<file path="src/rtl/priv_trap_unit.sv">
module priv_trap_unit #(
  parameter logic [63:0] VECTOR       = 64'h700,
  parameter logic [63:0] RESET_PC     = 64'h0,
  parameter int          SPR_PRIV_BIT = 20,
  parameter int          PR_BIT       = 49,
  parameter int          SF_BIT       = 0,
  parameter int          LE_BIT       = 63,
  parameter int          PRIV_REASON  = 45,
  parameter int          ILLEG_REASON = 44,
  parameter int          CLR_N        = 15,
  parameter logic [CLR_N*8-1:0] CLR_BITS =
    {8'd58, 8'd59, 8'd52, 8'd55, 8'd48, 8'd62, 8'd31, 8'd38,
     8'd40, 8'd49, 8'd50, 8'd61, 8'd53, 8'd54, 8'd5}
) (
  input  logic        clk,
  input  logic        rst_n,
  input  logic        issue,
  input  logic [3:0]  op_class,
  input  logic [31:0] insn,
  input  logic        legal,
  input  logic [63:0] cia,
  input  logic [63:0] msr_in,
  input  logic        br_valid,
  input  logic [63:0] br_target,
  output logic        trap_taken,
  output logic        halted,
  output logic [63:0] nia,
  output logic [63:0] srr0,
  output logic [63:0] srr1,
  output logic [63:0] msr_out
);

  localparam logic [3:0] OP_ATTN  = 4'd1;
  localparam logic [3:0] OP_MFMSR = 4'd2;
  localparam logic [3:0] OP_RFI   = 4'd5;
  localparam logic [3:0] OP_MFSPR = 4'd6;
  localparam logic [3:0] OP_MTSPR = 4'd7;
  localparam logic [3:0] OP_MTCRF = 4'd9;

  function automatic logic [63:0] be(input int k);
    return 64'h1 << (63 - k);
  endfunction

  function automatic logic [63:0] clr_mask_f();
    logic [63:0] m;
    m = '0;
    for (int i = 0; i < CLR_N; i++) m |= be(int'(CLR_BITS[i*8 +: 8]));
    return m;
  endfunction

  localparam logic [63:0] CLR_MASK = clr_mask_f();
  localparam logic [63:0] SET_MASK = (64'h1 << (63 - SF_BIT)) | (64'h1 << (63 - LE_BIT));

  logic accept, always_priv, spr_move, priv, in_user;
  logic priv_fault, do_halt, illeg_fault, take;
  logic [63:0] reason, seq_nia;

  assign accept      = issue & ~halted;
  assign always_priv = (op_class >= OP_ATTN) && (op_class <= OP_RFI);
  assign spr_move    = (op_class == OP_MFSPR) || (op_class == OP_MTSPR);
  assign priv        = always_priv | (spr_move & insn[SPR_PRIV_BIT]);
  assign in_user     = msr_in[63 - PR_BIT];
  assign priv_fault  = accept & priv & in_user;
  assign do_halt     = accept & ~priv_fault & (op_class == OP_ATTN);
  assign illeg_fault = accept & ~priv_fault & ~do_halt & ~legal & (op_class != OP_MTCRF);
  assign take        = priv_fault | illeg_fault;
  assign reason      = priv_fault ? be(PRIV_REASON) : be(ILLEG_REASON);
  assign seq_nia     = br_valid ? br_target : cia + 64'd4;

  always_ff @(posedge clk) begin
    if (!rst_n) begin
      trap_taken <= 1'b0;
      halted     <= 1'b0;
      nia        <= RESET_PC;
      srr0       <= '0;
      srr1       <= '0;
      msr_out    <= '0;
    end else begin
      trap_taken <= take;
      if (take) begin
        srr0    <= cia;
        srr1    <= msr_in | reason;
        msr_out <= (msr_in & ~CLR_MASK) | SET_MASK;
        nia     <= VECTOR;
      end else if (accept & ~do_halt) begin
        nia     <= seq_nia;
        msr_out <= msr_in;
      end
      if (do_halt) halted <= 1'b1;
    end
  end

  p_vector_r6: assert property (@(posedge clk) disable iff (!rst_n)
    trap_taken |-> (nia == VECTOR) && (srr0 == $past(cia)));

  p_sup_state_r7: assert property (@(posedge clk) disable iff (!rst_n)
    trap_taken |-> !msr_out[63 - PR_BIT] && msr_out[63 - SF_BIT] && msr_out[63 - LE_BIT]);

  p_sticky_r8: assert property (@(posedge clk) disable iff (!rst_n)
    halted |=> halted);

  p_frozen_r8: assert property (@(posedge clk) disable iff (!rst_n)
    halted |=> $stable(nia) && $stable(srr0) && $stable(msr_out) && !trap_taken);

  p_pulse_r10: assert property (@(posedge clk) disable iff (!rst_n)
    trap_taken |-> $past(issue) && !$past(halted));

  p_user_only_r2: assert property (@(posedge clk) disable iff (!rst_n)
    (trap_taken && srr1[63 - PRIV_REASON] && !$past(msr_in[63 - PRIV_REASON]))
      |-> $past(msr_in[63 - PR_BIT]));

endmodule

</file>
<file path="config.mk">
export PLATFORM = sky130hd
export DESIGN_NAME = priv_trap_unit
export DESIGN_NICKNAME = d
export VERILOG_FILES = /design/src/rtl/priv_trap_unit.sv
export SDC_FILE = /design/constraint.sdc
export NUM_CORES = 1
export LEC_CHECK = 0
export ABC_AREA = 1
export BUFFER_PORTS_ARGS = -buffer_cell sky130_fd_sc_hd__buf_2
export CAP_MARGIN = 10
export CORE_MARGIN = 2
export CORE_UTILIZATION = 33
export CTS_BUF_LIST = sky130_fd_sc_hd__clkbuf_16
export CTS_CLUSTER_SIZE = 40
export DETAILED_ROUTE_END_ITERATION = 12
export GPL_TIMING_DRIVEN = 0
export PLACE_DENSITY = 0.57
export SKIP_LAST_GASP = 1
export SLEW_MARGIN = 15
export SYNTH_ARGS = -nofsm -noshare
export SYNTH_HDL_FRONTEND = slang
export SYNTH_SLANG_ARGS = --single-unit
</file>
<file path="constraint.sdc">
create_clock -name clk -period 2 [get_ports clk]
set_clock_uncertainty 0.15 [all_clocks]
set_input_delay 0.3 -clock clk [delete_from_list [all_inputs] [get_ports clk]]
set_output_delay 0.3 -clock clk [all_outputs]
set_load 0.1 [all_outputs]
</file>
After elaboration in Yosys (flattened, before gate mapping)
Index checks and enable logic that the tools add are counted.
{ "word_totals": {"register_bits": 258, "input_bits": 233, "output_inout_bits": 258, "word_cells": 43} }
{ "classes": {"n_addsub": 1, "n_lt_le_gt_ge": 2, "n_eq_ne": 4, "mux": 6, "bitwise": 18, "reduce_logical": 4} }
{ "op_table": {"columns": ["cell", "count"], "rows": [
  ["two-way mux 64 bit", 3],
  ["adder 64 x 3 -> 64 bit (second input constant)", 1],
  ["bitwise OR 64 x 20 -> 64 bit", 1],
  ["two-way mux 11 bit", 2],
  ["two-way mux 20 bit", 1],
  ["bitwise AND 1 bit", 10],
  ["equality test 4 x 3 -> 1 bit (second input constant)", 2],
  ["inverter 1 bit", 5],
  ["equality test 4 x 1 -> 1 bit (second input constant)", 1],
  ["greater-or-equal comparator 4 x 1 -> 1 bit (second input constant)", 1],
  ["<= comparator 4 x 3 -> 1 bit (second input constant)", 1],
  ["inequality test 4 bit (second input constant)", 1],
  ["bitwise OR 1 bit", 2],
  ["nonzero test 2 bit", 1],
  ["OR reduction 2 bit", 1],
  ["logical AND 1 bit", 1],
  ["logical OR 1 bit", 1]
]} }

Depth between registers and ports, before layout
Gate-level depths: netlist (run 1).
{ "logic_depth": {"word_depth": 15, "depth_mapped": 14, "depth_no_buf": 12} }

Least setup slack after synthesis (run 1)
No wires, ideal clock.
{ "synth_path": {"path_type": "reg2reg", "from": "register halted", "to": "register srr0[10]", "setup_ns": 0.118, "arrival_ns": 2.038, "required_time_ns": 1.732, "setup_slack_ns": -0.306, "stages_incl_launch_ff": 11, "path_buffers": 2, "synth_period_minus_slack_ns": 2.306, "cell_sequence": "dfxtp_1 inv_1 nand2_1 nor2_1 o31ai_1 nand2_2 nand2_4 inv_2 buf_6 buf_6 a22o_1"} }
{ "synth_via": {"elab_chain_len": 12} }
{ "synth_rtl": {"columns": ["element", "line", "text"], "rows": [
  ["start, declared", "26", "output logic halted,"],
  ["start signal, assigned", "73", "halted <= 1'b0;"],
  ["start signal, assigned", "89", "if (do_halt) halted <= 1'b1;"],
  ["inverter 1 bit (*)", "58", "assign accept = issue & ~halted;"],
  ["bitwise AND 1 bit (*)", "58", null],
  ["bitwise AND 1 bit (2 in series)", "63", "assign priv_fault = accept & priv & in_user;"],
  ["inverter 1 bit", "64, 65", null],
  ["bitwise AND 1 bit", "64, 65", null],
  ["bitwise AND 1 bit", "64", "assign do_halt = accept & ~priv_fault & (op_class == OP_ATTN);"],
  ["inverter 1 bit", "65", "assign illeg_fault = accept & ~priv_fault & ~do_halt & ~legal & (op_class != OP_MTCRF);"],
  ["bitwise AND 1 bit (3 in series)", "65", null],
  ["bitwise OR 1 bit (*)", "66", "assign take = priv_fault | illeg_fault;"],
  ["end signal, assigned", "81", "srr0 <= cia;"],
  ["end, declared", "28", "output logic [63:0] srr0,"]
]} }
Every way passes the cells marked *; elsewhere a longest branch is shown, timed or not.
A chain may end at the register's enable or synchronous reset.

Final worst setup path (run 1)
{ "layout_path": {"from": "input op_class[1]", "to": "register nia[37]"} }
{ "layout_via": {"elab_chain_len": 15, "word_cells_on_any_way": 22, "classes_between": "order compare: 2; eq/ne: 4; bitwise: 13; reduce/logical: 3"} }
{ "layout_rtl": {"columns": ["element", "line", "text"], "rows": [
  ["start, declared", "18", "input logic [3:0] op_class,"],
  ["parallel branches: the longest is 15 deep, another holds greater-or-equal comparator 4 x 1 -> 1 bit", null, null],
  ["end signal, assigned", "86", "nia <= seq_nia;"],
  ["end, declared", "27", "output logic [63:0] nia,"]
]} }
Several ways; the timed one is not identified.

==> results of run 1 <==
-- synth_stat cells, types with 2 or more instances --
master	count	area, sq um
nand2_1	352	1320
nor2_1	320	1200
dfxtp_1	258	5160
o21ai_0	166	831
inv_1	120	450
a22o_1	70	613
nand3_1	69	345
a21oi_1	63	315
clkbuf_1	31	116
buf_2	29	145
xor2_1	19	166
a21oi_2	18	158
o21ai_1	13	65.1
buf_6	11	124
buf_4	10	75.1
nor3_1	10	50.1
nand4_1	8	50.1
nand2_2	5	31.3
nor2_2	5	31.3
nor2_4	4	45.0
o22ai_1	4	25.0
mux2i_1	3	30.0
buf_1	2	7.51
xnor2_1	2	17.5
-- sequential cells by signal, summed over array words and instances (netlist names) --
register	flops
msr_out	64
trap_taken	1
srr0	64
srr1	64
nia	64
halted	1
-- worst min-delay path, delay by kind of cell --
family | cells | cell delay (ns)
AOI/OAI and AO/OA | 3 | 0.25
buffers and inverters | 1 | 0.15
-- what timing repair did --
item | in CTS | in global routing
endpoints found under the hold margin | 257 | 0
setup buffers | 0 | 3
endpoints found under the setup margin | 75 | 208
gates cloned | 0 | 1
hold buffers | 196 | 0
pin swaps | 0 | 6
resized for setup | 20 | 84
-- layout make-up --
class,count,area [sq um]
well taps,455,569
fillers,3535,16600
inverters,121,457
diodes,6,15.0
repair buffers,657,4310
plain buffers,84,622
multi-input cells,1140,5490
clock inverters,26,353
clock buffers,30,751
flip-flops and latches,258,5170
-- routing by layer --
metal | vias to the layer above | global-route usage [%] | wire [um]
li1 | 6600 | - | -
met1 | 6344 | 34.9 | 22800
met2 | 543 | 52.8 | 27400
met3 | 115 | 6.26 | 3780
met4 | 2 | 13.4 | 2680
met5 | - | 0 | 13
-- power by group --
group / internal (mW) / total (mW) / switching (mW) / leakage [nW]
sequential: 5.51 / 5.70 / 0.194 / 2.12
combinational: 1.10 / 5.07 / 3.97 / 6.05
clock: 3.77 / 6.15 / 2.37 / 0.533
total: 10.4 / 16.9 / 6.53 / 8.70
-- cell usage in the layout (no fill, tap or decap), types with 8 or more instances in the layout --
master         synthesis  final
a22o_1                70     70
bufinv_16              0      8
clkinv_1               0      9
nand4_1                8      8
xor2_1                19     19
clkbuf_2               0     15
nand3_1               69     67
nand2_1              352    348
clkbuf_1              31     16
nor2_1               320    303
buf_6                 11     13
nand2_2                5      8
buf_4                 10     13
nor2_2                 5     19
dlygate4sd3_1          0    196
nor3_1                10      9
o21ai_1               13     18
o21ai_0              166    160
clkbuf_16              0     31
a21oi_2               18     20
buf_2                 29    471
a21oi_1               63     61
inv_1                120    119
dfxtp_1              258    257
-- path summary, 6_finish.rpt --
kind	endpoint	slack (ns)	cells after the start
max	nia[37]$_SDFFE_PP0N_	0.08	10
min	nia[11]$_SDFFE_PP0N_	0.01	4
max reg2reg	srr1[8]$_SDFFE_PN0P_	0.08	10
min reg2reg	srr0[23]$_SDFFE_PN0P_	0.30	2
-- cells by family (layout without fill, tap and decap cells) --
family,Yosys count,in the layout,share of synthesized area (%)
other,0,6,0
XOR/XNOR,21,21,1.60
multiplexers,3,3,0.261
flip-flops,258,258,45.0
AO/OA/AOI/OAI,337,337,17.7
buffers and inverters,205,918,8.16
AND/OR/NAND/NOR,778,778,27.2
adder cells (fa/ha/maj),1,1,0.109
-- stage by stage --
step | power [mW] | instances | hold WS [ns] | setup WS (ns)
2_1_floorplan | 9.31 | 1603 | 0.253 | 0.0237
3_3_place_gp | 10.4 | 2515 | 0.285 | -0.738
3_5_place_dp | 10.5 | 2515 | 0.285 | -0.757
4_1_cts | 16.9 | 2767 | 0.00252 | 0.0117
5_1_grt | 17.5 | 2775 | 0.0333 | -0.0176
6_report | 16.9 | 2777 | 0.0131 | 0.0814
==> results.md, run 1 <==
* Status: complete, no violations
* # DRC at 0
* Htree depth at 1
* Crit-path slowest cell: dlygate4sd3_1
* Core Util, Final at 51.6%
* Port-buffer cells at 457
* Clock root buffer: clkbuf_16
* LEAKAGE at 8.70 nW
* Drt wl/cell at 20.4 um
* Syn Nets at 1837
* Post-Layout Inst Area at 17700 sq um
* Yosys reg bits at 258
* Buf+Inv Stages, Crit Path at 5
* Synth cell types at 35
* Layout cells sized above 1 at 27.7%
* EDFF count, synth at 0
* First-pass GRT wire length at 80800 um
* CTS tree: built
* P per Cell Area at 954 nW/um^2
* Detailed Place HPWL at 44200 um
* Period minus WS final at 1.92 ns
* Top delay family on crit path: buffers and inverters
* Detailed-route via count at 13600
* CTS Sinks at 258
* 1st-pass router iterations at 7
* Largest fanout on the critical path at 10
* Largest stage delay, worst path at 0.59 ns
* Synthesized netlist cell count at 1603
* RD Place Congestion at 0.933
* WS Path Type: input port to register
* Clock Latency Late Sink at 0.59 ns
* Endpoints failing setup at 0
* Max-slew violations at 0
* Final TNS setup at 0 ns
* Hold Path Class: input port to register
* CTS buffer count at 30
* Req. time, crit path at 2.35 ns
* Worst Hold Launch: cia[11]
* CP Cell Sequence: buf_2, dlygate4sd3_1, nor4_2, nand2_1, nand2_2, buf_12, buf_12, buf_8, a21oi_2, a21oi_2
* Sequential area share after synthesis at 45.0%
* Avg Inst Size Synth at 7.16 sq um
* Setup crit end kind: register
* Slew margin rel. at 46.7%
* Iter 0 DRT Violations at 790
* Die extent in y at 191 um
* Startpoint Class: input port
* Antenna-violating nets left at 0
* Clock slew at reported path FFs at 0.06 ns
* Final Net Count at 2526
* MaxCap Viol Count at 0
* Initial core utilization at 33.4%
* Critical Path AT at 2.27 ns
* Vias in the first global route at 13200
* Dominant synthesized flop cell: dfxtp_1
* Row count at 68
* Unrepaired setup endpoints after global routing: yes
* Die Wd at 191 um
* WL final at 56700 um
* Ys Warns at 0
* Final Hold Vio Count at 0
* Maximum vdd drop at 0.714 mV
* Area growth syn-to-layout at 54.4%
* Mapped Area at 11500 sq um
* Fmax at 521 MHz
* Vias/cell at 4.90
* Worst-case clock buffer depth at 3
* GRT Total Usage at 30.0%
* Aggregate global routing overflow at 0
* Die ar. at 36300 sq um
* Synth async-reset ratio at 0%
* Largest net degree at the start of global routing at 17
* Io pins at 491
* CP startpoint: op_class[1]
* Worst Max-Slew Pin Slew at 0.800 ns
* Post-DP Area at 14300 sq um
* Core Area at 34400 sq um
* Worst R2R Start: halted$_SDFFE_PN0P_
* Initial antenna violation count at 7
* Part of the cycle the worst path needs at 95.9%
Power figures use the tool's default switching activity.
==> inputs of run 2 (changes only) <==
--- a/config.mk
+++ b/config.mk
@@ -14,6 +14,7 @@
 export CTS_CLUSTER_SIZE = 40
 export DETAILED_ROUTE_END_ITERATION = 12
 export GPL_TIMING_DRIVEN = 0
+export MAX_ROUTING_LAYER = met4
 export PLACE_DENSITY = 0.57
 export SKIP_LAST_GASP = 1
 export SLEW_MARGIN = 15
==> constraint.sdc (replaced) <==
create_clock -name clk -period 2 [get_ports clk]
set_clock_uncertainty 0.15 [all_clocks]
set_input_delay 0.4 -clock clk [delete_from_list [all_inputs] [get_ports clk]]
set_output_delay 0.4 -clock clk [all_outputs]
set_load 0.1 [all_outputs]
==> run 2 against run 1 <==
Wire length shrank 2.1%. Critical path type is now register to output pin. Fmax shrank 3.6%. Largest power group is now registers. Largest cell class unchanged. Core utilization shrank 2.2 points. Critical endpoint is now srr1[30]. Sequential power is essentially flat.
==> results.md, run 2 (synthesized netlist as in run 1, its figures left out) <==
* Fmax at 502 MHz
* MaxCap Viol Count at 0
* Vias/cell at 4.84
* Startpoint Class: register
* Req. time, crit path at 1.45 ns
* CTS buffer count at 30
* Die Wd at 191 um
* Unrepaired setup endpoints after global routing: yes
* Largest fanout on the critical path at 2
* Period minus WS final at 1.99 ns
* Met2 Wirelength at 26000 um
* Wl on met1 at 23000 um
* Fin worst setup slack at 0.00916 ns
* Most frequent cells in the layout: 464 x buf_2, 348 x nand2_1, 310 x nor2_1
* Detailed Place HPWL at 44000 um
* Antenna-violating nets left at 0
* Clock slew at reported path FFs at 0.06 ns
* CTS Sinks at 258
* # DRC at 0
* Top delay family on crit path: buffers and inverters
* Clock Latency Late Sink at 0.58 ns
* Total Power at 16.4 mW
* Detailed-route via count at 13100
* Io pins at 491
* Aggregate global routing overflow at 0
* 1st-pass router iterations at 5
* Setup crit end kind: output pin
* Max-slew violations at 0
* Row count at 68
* WL final at 55500 um
* DP Worst Slack at -0.822 ns
* Core Util, Final at 49.4%
* Vias in the first global route at 12700
* Die ar. at 36300 sq um
* Met3 wire length at 3220 um
* Top routing layer in use: met4
* Port-buffer cells at 457
* Initial antenna violation count at 5
* Die extent in y at 191 um
* Worst-case clock buffer depth at 3
* Slew margin rel. at 50.1%
* CP Cell Sequence: buf_2
* Area growth syn-to-layout at 47.9%
* GRT Total Usage at 30.0%
* Endpoints failing setup at 0
* Clock root buffer: clkbuf_16
* LEAKAGE at 8.42 nW
* P per Cell Area at 962 nW/um^2
* Critical Path AT at 1.44 ns
* Iter 0 DRT Violations at 722
* Drt wl/cell at 20.5 um
* Crit-path slowest cell: buf_2
* First-pass GRT wire length at 78400 um
* RD Place Congestion at 0.963
* Layout cells sized above 1 at 28.0%
* Hold Path Class: input port to register
* Initial core utilization at 33.4%
* Final Hold Vio Count at 0
* Largest net degree at the start of global routing at 17
* Status: complete, no violations
* Largest stage delay, worst path at 0.46 ns
* CTS tree: built
* Worst Max-Slew Pin Slew at 0.749 ns
* Commonest non-fill, non-tap cell in the layout: buf_2
* WS Path Type: register to output pin
* Part of the cycle the worst path needs at 99.5%
* Maximum vdd drop at 0.695 mV
* Htree depth at 1
* Final Net Count at 2462
* Buf+Inv Stages, Crit Path at 1
* Core Area at 34400 sq um
[run 2: worst paths after layout]
kind	start	endpoint	slack [ns]	cells after the start
worst max-delay path	srr1[30]$_SDFFE_PN0P_	srr1[30]	0.009	1
worst min-delay path	br_target[17]	nia[17]$_SDFFE_PP0N_	0.02	5
worst max register to register	halted$_SDFFE_PN0P_	nia[49]$_SDFFE_PP0N_	0.09	11
worst min register to register	srr0[23]$_SDFFE_PN0P_	srr0[23]$_SDFFE_PN0P_	0.30	2
[run 2: repair_timing]
action / in CTS / in global routing
pin swaps: 1 / 8
setup buffers: 0 / 7
gates cloned: 0 / 3
endpoints found under the hold margin: 187 / 0
hold buffers: 126 / 0
endpoints found under the setup margin: 85 / 248
gates resized for setup: 25 / 67
[run 2: final cells by class]
class	count	area, sq um
flip-flops and latches	258	5170
well taps	455	569
multi-input cells	1140	5450
clock inverters	25	264
plain buffers	84	598
clock buffers	30	751
fillers	3595	17400
diodes	6	15.0
repair buffers	593	3720
inverters	121	457
[run 2: report_power, final]
part	leakage [nW]	internal [mW]	total [mW]	switching [mW]
Sequential	2.12	5.51	5.70	0.193
Clock	0.518	3.36	5.69	2.33
Combinational	5.78	1.03	4.96	3.93
Total	8.42	9.90	16.4	6.45
[run 2: stage by stage]
step	instance area [sq um]	setup TNS, ns	hold WS, ns	cells
after floorplan	11500	0	0.353	1603
after global placement	14300	-72.44	0.284	2515
after detailed placement	14300	-73.71	0.287	2515
after CTS	16700	-0.0456	0.00121	2696
after global routing	17000	-0.838	0.0171	2711
final	17000	0	0.0207	2712
[run 2: routing by layer]
metal  global-route usage (%)  vias up
li1                         -     6462
met1                     34.8     6063
met2                     49.9      486
met3                     5.02      127
met4                     15.5        0
met5                        -        -
